File: src/rtl/sercom_rx_pkg.sv
package sercom_rx_pkg;
    typedef enum logic [1:0] {
        ST_IDLE,
        ST_START,
        ST_DATA,
        ST_STOP
    } rx_state_e;
endpackage

File: src/rtl/sercom_rx_sync.sv
module sercom_rx_sync #(
    parameter int STAGES = 2
) (
    input  logic clk,
    input  logic rst_n,
    input  logic d,
    output logic q
);
    logic [STAGES-1:0] chain_q;

    always_ff @(posedge clk or negedge rst_n) begin
        if (!rst_n) chain_q <= '1;
        else        chain_q <= {chain_q[STAGES-2:0], d};
    end

    assign q = chain_q[STAGES-1];
endmodule

File: src/rtl/sercom_rx_vote.sv
module sercom_rx_vote (
    input  logic clk,
    input  logic rst_n,
    input  logic cap,
    input  logic bit_in,
    output logic maj
);
    logic [1:0] smp_q;

    always_ff @(posedge clk or negedge rst_n) begin
        if (!rst_n)   smp_q <= 2'b11;
        else if (cap) smp_q <= {smp_q[0], bit_in};
    end

    // two stored samples plus the live third one
    assign maj = (smp_q[1] & smp_q[0]) | (smp_q[1] & bit_in) | (smp_q[0] & bit_in);
endmodule

File: src/rtl/sercom_rx_ctrl.sv
module sercom_rx_ctrl
    import sercom_rx_pkg::*;
#(
    parameter int DATA_W  = 8,
    parameter int OS_RATE = 16,
    parameter int MID     = 9
) (
    input  logic              clk,
    input  logic              rst_n,
    input  logic              rx_en,
    input  logic              nine_bit,
    input  logic              os_tick,
    input  logic              line,
    output logic              done_pulse,
    output logic              stop_ok,
    output logic [DATA_W-1:0] char_data,
    output logic              char_bit8,
    output rx_state_e         state_o
);
    localparam int CNT_W = $clog2(OS_RATE) + 1;
    localparam int BC_W  = $clog2(DATA_W + 2);
    localparam logic [CNT_W-1:0] IDX_A   = CNT_W'(MID - 1);
    localparam logic [CNT_W-1:0] IDX_B   = CNT_W'(MID);
    localparam logic [CNT_W-1:0] IDX_C   = CNT_W'(MID + 1);
    localparam logic [CNT_W-1:0] IDX_END = CNT_W'(OS_RATE);

    rx_state_e         state_q, state_d;
    logic [CNT_W-1:0]  cnt_q, idx;
    logic [BC_W-1:0]   bc_q, nbits;
    logic [DATA_W:0]   sh_q;
    logic              prev_q;
    logic              cap, dec, fin, fall, maj;

    assign idx   = cnt_q + 1'b1;
    assign cap   = os_tick && (state_q != ST_IDLE) && (idx == IDX_A || idx == IDX_B);
    assign dec   = os_tick && (state_q != ST_IDLE) && (idx == IDX_C);
    assign fin   = os_tick && (idx == IDX_END);
    assign fall  = os_tick && prev_q && !line;
    assign nbits = nine_bit ? BC_W'(DATA_W + 1) : BC_W'(DATA_W);

    sercom_rx_vote u_vote (
        .clk    (clk),
        .rst_n  (rst_n),
        .cap    (cap),
        .bit_in (line),
        .maj    (maj)
    );

    // next-state logic
    always_comb begin
        state_d = state_q;
        unique case (state_q)
            ST_IDLE:  if (fall)                 state_d = ST_START;
            ST_START: if (dec && maj)           state_d = ST_IDLE;
                      else if (fin)             state_d = ST_DATA;
            ST_DATA:  if (fin && bc_q == nbits) state_d = ST_STOP;
            ST_STOP:  if (dec)                  state_d = ST_IDLE;
            default:                            state_d = ST_IDLE;
        endcase
        if (!rx_en) state_d = ST_IDLE;
    end

    // state register
    always_ff @(posedge clk or negedge rst_n) begin
        if (!rst_n) state_q <= ST_IDLE;
        else        state_q <= state_d;
    end

    // counters, shifter and edge history
    always_ff @(posedge clk or negedge rst_n) begin
        if (!rst_n) begin
            cnt_q  <= '0;
            bc_q   <= '0;
            sh_q   <= '0;
            prev_q <= 1'b1;
        end else begin
            if (os_tick) prev_q <= line;
            if (!rx_en) begin
                cnt_q <= '0;
                bc_q  <= '0;
            end else if (state_q == ST_IDLE) begin
                bc_q <= '0;
                if (os_tick) cnt_q <= fall ? CNT_W'(1) : '0;
            end else begin
                if (os_tick) begin
                    if (state_d == ST_IDLE || fin) cnt_q <= '0;
                    else                           cnt_q <= idx;
                end
                if (state_q == ST_DATA && dec) begin
                    sh_q <= {maj, sh_q[DATA_W:1]};
                    bc_q <= bc_q + 1'b1;
                end
            end
        end
    end

    // outputs
    always_comb begin
        done_pulse = (state_q == ST_STOP) && dec && rx_en;
        stop_ok    = maj;
        char_data  = nine_bit ? sh_q[DATA_W-1:0] : sh_q[DATA_W:1];
        char_bit8  = nine_bit & sh_q[DATA_W];
        state_o    = state_q;
    end
endmodule

File: src/rtl/sercom_rx.sv
module sercom_rx
    import sercom_rx_pkg::*;
#(
    parameter int DATA_W      = 8,
    parameter int OS_RATE     = 16,
    parameter int MID         = 9,
    parameter int SYNC_STAGES = 2
) (
    input  logic              clk,
    input  logic              rst_n,
    input  logic              rx_en,
    input  logic              nine_bit,
    input  logic              os_tick,
    input  logic              line_in,
    input  logic              rd_stb,
    output logic [DATA_W-1:0] rx_data,
    output logic              rx_bit8,
    output logic              rx_done,
    output logic              frame_err,
    output logic              overrun
);
    logic              line_s, done_pulse, stop_ok, char_bit8;
    logic [DATA_W-1:0] char_data;
    rx_state_e         state;

    logic [DATA_W-1:0] data_q;
    logic              bit8_q, done_q, fe_q, ovr_pend_q, ovr_q;

    sercom_rx_sync #(.STAGES(SYNC_STAGES)) u_sync (
        .clk   (clk),
        .rst_n (rst_n),
        .d     (line_in),
        .q     (line_s)
    );

    sercom_rx_ctrl #(.DATA_W(DATA_W), .OS_RATE(OS_RATE), .MID(MID)) u_ctrl (
        .clk        (clk),
        .rst_n      (rst_n),
        .rx_en      (rx_en),
        .nine_bit   (nine_bit),
        .os_tick    (os_tick),
        .line       (line_s),
        .done_pulse (done_pulse),
        .stop_ok    (stop_ok),
        .char_data  (char_data),
        .char_bit8  (char_bit8),
        .state_o    (state)
    );

    // holding register and host flags
    always_ff @(posedge clk or negedge rst_n) begin
        if (!rst_n) begin
            data_q     <= '0;
            bit8_q     <= 1'b0;
            done_q     <= 1'b0;
            fe_q       <= 1'b0;
            ovr_pend_q <= 1'b0;
            ovr_q      <= 1'b0;
        end else begin
            if (rd_stb && done_q) begin
                done_q     <= 1'b0;
                ovr_q      <= ovr_pend_q;
                ovr_pend_q <= 1'b0;
            end
            if (done_pulse) begin
                if (done_q && !rd_stb) begin
                    ovr_pend_q <= 1'b1;
                end else begin
                    data_q <= char_data;
                    bit8_q <= char_bit8;
                    fe_q   <= !stop_ok;
                    done_q <= 1'b1;
                end
            end
        end
    end

    assign rx_data   = data_q;
    assign rx_bit8   = bit8_q;
    assign rx_done   = done_q;
    assign frame_err = fe_q;
    assign overrun   = ovr_q;
endmodule

File: config.mk
export PLATFORM = sky130hd
export DESIGN_NAME = sercom_rx
export DESIGN_NICKNAME = d
export VERILOG_FILES = /design/src/rtl/sercom_rx_pkg.sv /design/src/rtl/sercom_rx_sync.sv /design/src/rtl/sercom_rx_vote.sv /design/src/rtl/sercom_rx_ctrl.sv /design/src/rtl/sercom_rx.sv
export SDC_FILE = /design/constraint.sdc
export NUM_CORES = 1
export LEC_CHECK = 0
export BUFFER_PORTS_ARGS = -buffer_cell sky130_fd_sc_hd__buf_4
export CAP_MARGIN = 20
export CORE_AREA = 2 2 65 67
export DETAILED_ROUTE_END_ITERATION = 8
export DIE_AREA = 0 0 67 69
export PLACE_DENSITY = 0.72
export SLEW_MARGIN = 5
export SYNTH_ARGS = -nofsm -noshare
export SYNTH_HDL_FRONTEND = slang
export SYNTH_SLANG_ARGS = --single-unit
File: constraint.sdc
create_clock -name clk -period 3.15 [get_ports clk]
set_input_delay 0.945 -clock clk [delete_from_list [all_inputs] [get_ports clk]]
set_output_delay 0.945 -clock clk [all_outputs]
set_load 0.01 [all_outputs]
==> impl_metrics.ini, run 1 <==
[run_status]
status = completed

[synth]
mappedNetlistNets = 209
synth_ff_type = dfrtp_1
yosysWarnings = 0
ys_types = 46
ys_seq_elements = 38
synth.top_cell.area_share_pct = 40.0
avgSynthCellArea_um2 = 10.5
synth.area.top_cells = dfrtp_1, mux2_4, dfstp_2, mux2i_1, nor2_1
synth_area_um2 = 2070
post-synth-top-area-cell = dfrtp_1
postSynth.asyncResetShare_pct = 100
synth_edf_count = 0
netlist_instances = 197
yosysSeqAreaShare_pct = 46.3

[placed_design]
io_buffers = 18
dp_cells = 254
hpwl_um = 2750
place.gp.congestion = 0.914

[sta]
finalClockSkew_ps = 10.2
relSlewSlack_pct = 58.8
fmax_mhz = 396
worstMarginPinSlew_ps = 617
period_share_pct = 80.1
rsz0062_at_grt = no
fin_crit_ps = 2520
slew_violations = 0
setup_tns_ps = 0
hold_violations = 0
finalSetupViolCount = 0

[detailed_routing]
num_vias = 1513
route.met3.wl_um = 190
wire_per_inst_um = 14.7
drt-initial-drc-count = 54
drtPass1Iterations = 4
dr_wl_met2_um = 1840
drt_wl_total_um = 3850
vias_per_cell = 5.77
wl_met1_um = 1720
drc_errors = 0
routed.top_layer = met4
ant_nets = 0

[global_route]
grt-ovfl-total = 0
grt_first_pass_wirelength_um = 6480
grt_max_degree = 39
antenna_found_initial = 0
grt_pass1_vias = 1420
grt_use_total_pct = 18.1

[power_and_ir_drop]
p_leak_nw = 1.03
power_density_nw_per_um2 = 442
internal-power_w = 0.000786
p_sw_w = 0.000236
clkPwrFrac_pct = 41.8
sequentialPowerShare_pct = 50.2
comb_power_share_pct = 8.0
ir_drop_v = 0.000279
p_sw_share_pct = 23.1

[flow_run]
maxCapViolations = 0

[clock_network]
clock-sinks = 38
numCtsBuffers = 5
hold_buffers = 0
cts_root_buf = clkbuf_8
cts.path.max_buffers = 2
cts_tree = done
cts_setup_buffers = 0
clock_latency_ps = 290
path_clk_slew_ps = 80
cts.repair.resized = 0
ctsHtreeMaxLevel = 2

[worst_hold_path]
hold_class = reg2reg

[floorplanning]
core-area_um2 = 3910
num_rows = 23
die_x_um = 67
die_area_um2 = 4620
dieHeight_um = 69
ios = 19
start_util_pct = 52.8

[setup_path]
worstSetupPathType = reg2reg
rr_worst_depth = 7
crit_start = u_ctrl.cnt_q[0]
r2r-start = u_ctrl.cnt_q[0]
end_kind = flop
regToRegSetupSlack_ps = 630
crit_end = frame_err
required_ps = 3360
critical_path_arrival_ps = 2740
startpoint_type = flop
critical_path.max_fanout = 20
r2r_end = frame_err

[final_layout]
antenna_cells = 0
area_growth_pct = 12.0
layout_commonest_cell = dfrtp_1
fin_nets = 223
drive_gt1_share_pct = 25.0
num-fill-cells = 358
layout_common_cells = dfrtp_1, nor2_1, buf_4
finalNonFillerCells = 262
final_util_pct = 59.1
[kinds of logic after synthesis]
family                     count (synthesis)  share of synthesized area, %
buffers and inverters                     18                          4.48
DFF                                       38                          46.3
AOI/OAI and AO/OA                         43                          13.7
and+or+nand+nor                           64                          15.9
muxes                                     26                          15.1
xor gates and xnor gates                   2                         0.848
adders and majority gates                  6                          3.51
[cell type report]
class	count	area [um^2]	area share, %
clock inverter	1	30.0	1.30
clock buffer	7	86.3	3.73
timing repair buffer	18	135	5.84
inverter	7	26.3	1.14
multi-input combinational	141	1020	43.9
sequential	38	957	41.4
tap	50	62.6	2.70
[flip-flops by register name (all words and copies together) (netlist names)]
signal	flops
ovr_pend_q	1
overrun	1
u_ctrl.state_o	2
u_ctrl.cnt_q	5
u_sync.chain_q	2
rx_done	1
u_ctrl.u_vote.smp_q	2
rx_data	8
rx_bit8	1
u_ctrl.prev_q	1
frame_err	1
u_ctrl.sh_q	9
u_ctrl.bc_q	4
[power by group through the flow]
stage | clock network [W] | registers [W] | logic [W]
after floorplan | 0 | 0.000513 | 0.0000613
after global placement | 0 | 0.000521 | 0.0000790
after detailed placement | 0 | 0.000522 | 0.0000813
after CTS | 0.000440 | 0.000513 | 0.0000816
after global routing | 0.000465 | 0.000515 | 0.0000934
final | 0.000428 | 0.000513 | 0.0000815
[critical path: stages, from the launching register on]
cell     delay, ps
dfrtp_1        480
ha_1           340
xnor2_1        320
nand3_1        200
a21oi_4        260
and3_1         600
nor2_1         110
a21oi_1        140
[worst min-delay path by stage]
| stage | from | depth (start not counted) | end |
|---|---|---|---|
| 3_3_place_gp | u_sync.chain_q[0] | 0 | u_sync.chain_q[1] |
| 3_5_place_dp | u_sync.chain_q[0] | 0 | u_sync.chain_q[1] |
| 5_1_grt | u_sync.chain_q[0] | 0 | u_sync.chain_q[1] |
| 2_1_floorplan | u_sync.chain_q[0] | 0 | u_sync.chain_q[1] |
| 4_1_cts | u_sync.chain_q[0] | 0 | u_sync.chain_q[1] |
| 6_report | u_sync.chain_q[0] | 0 | u_sync.chain_q[1] |
[metal layers]
layer / vias to the layer above / GRT usage (%)
met5: - / 0
met2: 42 / 26.5
li1: 725 / -
met1: 734 / 24.4
met4: 0 / 8.16
met3: 12 / 5.55
[per-stage QoR]
| step | hold slack [ps] | setup WS, ps | power [W] | area [um^2] |
|---|---|---|---|---|
| global route | 367 | 337 | 0.00107 | 2310 |
| CTS | 361 | 622 | 0.00103 | 2310 |
| finish | 361 | 627 | 0.00102 | 2310 |
| detailed placement | 347 | 503 | 0.000604 | 2200 |
| floorplan | 345 | 661 | 0.000574 | 2070 |
| global placement | 349 | 608 | 0.000600 | 2200 |
[synthesized netlist by cell type (6+ instances only)]
master / n
dfrtp_1: 33
inv_1: 7
mux2_4: 9
mux2_2: 6
nand2_1: 10
a21oi_1: 16
mux2i_1: 11
nor2_1: 24
nand3_1: 6
o21ai_0: 7
No activity file was read; power rests on OpenSTA's default activity.
==> run 2: changes to the inputs <==
==> constraint.sdc (replaced) <==
create_clock -name clk -period 2.46 [get_ports clk]
set_input_delay 0.738 -clock clk [delete_from_list [all_inputs] [get_ports clk]]
set_output_delay 0.738 -clock clk [all_outputs]
set_load 0.01 [all_outputs]
==> impl_metrics.ini, run 2 (same netlist as run 1, synthesis figures left out) <==
[final_layout]
area_growth_pct = 12.1
layout_common_cells = dfrtp_1, nor2_1, buf_4
finalNonFillerCells = 265
num-fill-cells = 353
fin_nets = 226
layout_commonest_cell = dfrtp_1
antenna_cells = 0
largest_reg_flops = 9
regMostFlops = u_ctrl.sh_q
drive_gt1_share_pct = 26.5

[sta]
setup_tns_ps = 0
fmax_mhz = 435
hold_violations = 0
rsz0062_at_grt = no
finalClockSkew_ps = 11.0
period_share_pct = 93.4
relSlewSlack_pct = 68.4
worstMarginPinSlew_ps = 474
finalSetupViolCount = 0
slew_violations = 0
fin_crit_ps = 2300

[global_route]
antenna_found_initial = 0
grt_pass1_vias = 1549
grt_max_degree = 39
grt_use_total_pct = 18.8
busiest_layer = met2
grt-ovfl-total = 0
met3_usage_pct = 4.73
met2_usage_pct = 29.8
grt_util_met1_pct = 24.9
grt_first_pass_wirelength_um = 6870

[power_and_ir_drop]
power_density_nw_per_um2 = 524
finalPower_w = 0.00121
p_leak_nw = 1.04
ir_drop_v = 0.000367

[setup_path]
path_cells = ha_1 > xnor2_1 > nand3_1 > a21oi_4 > and3_4 > mux2_4
worst_path_largest_cell_delay_ps = 440
end_kind = flop
slowest_stage = dfrtp_1
cp_top_family = simple AND/OR/NAND/NOR gates
worstSetupPathType = reg2reg
crit_buf_inv = 0
startpoint_type = flop
required_ps = 2630
critical_path_arrival_ps = 2460
critical_path.max_fanout = 9

[run_status]
status = completed

[clock_network]
cts.repair.resized = 0
ctsHtreeMaxLevel = 2
cts_tree = done
path_clk_slew_ps = 80
hold_buffers = 0
cts_root_buf = clkbuf_8
cts.path.max_buffers = 2
clock-sinks = 38
clock_latency_ps = 290
cts_setup_buffers = 0
numCtsBuffers = 5

[detailed_routing]
drc_errors = 0
vias_per_cell = 5.85
drt-initial-drc-count = 77
num_vias = 1550
drt_wl_total_um = 3920
ant_nets = 0
wire_per_inst_um = 14.8
drtPass1Iterations = 4

[floorplanning]
start_util_pct = 52.8
ios = 19
core-area_um2 = 3910
die_x_um = 67
die_area_um2 = 4620
dieHeight_um = 69
num_rows = 23

[placed_design]
io_buffers = 18
dp_cells = 257
place.gp.congestion = 0.857
hpwl_um = 2850

[flow_run]
maxCapViolations = 0

[worst_hold_path]
hold_class = reg2reg
## run 2: final cells by class
cell class | instances | area [um^2] | share of cell area (%)
clock buffer | 6 | 82.6 | 3.57
clock inverter | 2 | 12.5 | 0.541
inverter | 7 | 26.3 | 1.14
multi-input combinational | 141 | 1020 | 43.9
sequential | 38 | 957 | 41.4
tap | 50 | 62.6 | 2.70
timing repair buffer | 21 | 158 | 6.81
## run 2: metrics by stage
step / setup slack, ps / area, um^2 / hold slack [ps] / utilization (%)
floorplan: 178 / 2070 / 345 / -
global placement: 176 / 2220 / 348 / 56.7
detailed placement: 132 / 2220 / 354 / 56.7
CTS: 195 / 2310 / 365 / 59.1
global route: 10.7 / 2310 / 365 / 59.1
finish: 164 / 2310 / 360 / 59.1
## run 2: layer usage
| metal | up-vias | wire, um |
|---|---|---|
| met4 | 0 | 48 |
| met3 | 9 | 157 |
| met1 | 768 | 1790 |
| met2 | 36 | 1920 |
| li1 | 737 | - |
| met5 | - | 0 |
## run 2: power by group
group / leakage (nW) / total, W / switching (W) / internal [W]
Combinational: 0.488 / 0.000117 / 0.0000740 / 0.0000429
Clock: 0.0472 / 0.000444 / 0.000219 / 0.000225
Sequential: 0.504 / 0.000652 / 0.0000147 / 0.000637
## run 2: worst paths after layout
kind | to | cells past startpoint | from | slack [ps]
worst max-delay path | u_ctrl.sh_q[1] | 6 | u_ctrl.cnt_q[1] | 160
worst min-delay path | u_sync.chain_q[1] | 0 | u_sync.chain_q[0] | 360
worst max register to register | u_ctrl.sh_q[1] | 6 | u_ctrl.cnt_q[1] | 160
worst min register to register | u_sync.chain_q[1] | 0 | u_sync.chain_q[0] | 360
max in group asynchronous | u_ctrl.u_vote.smp_q[0] | 1 | rst_n | 1690
min in group asynchronous | u_ctrl.cnt_q[1] | 1 | rst_n | 400
## run 2: worst register-to-register path, stage by stage (launching register included)
cell and delay, ps:
dfrtp_1 440, ha_1 300, xnor2_1 300, nand3_1 200
a21oi_4 270, and3_4 350, mux2_4 320
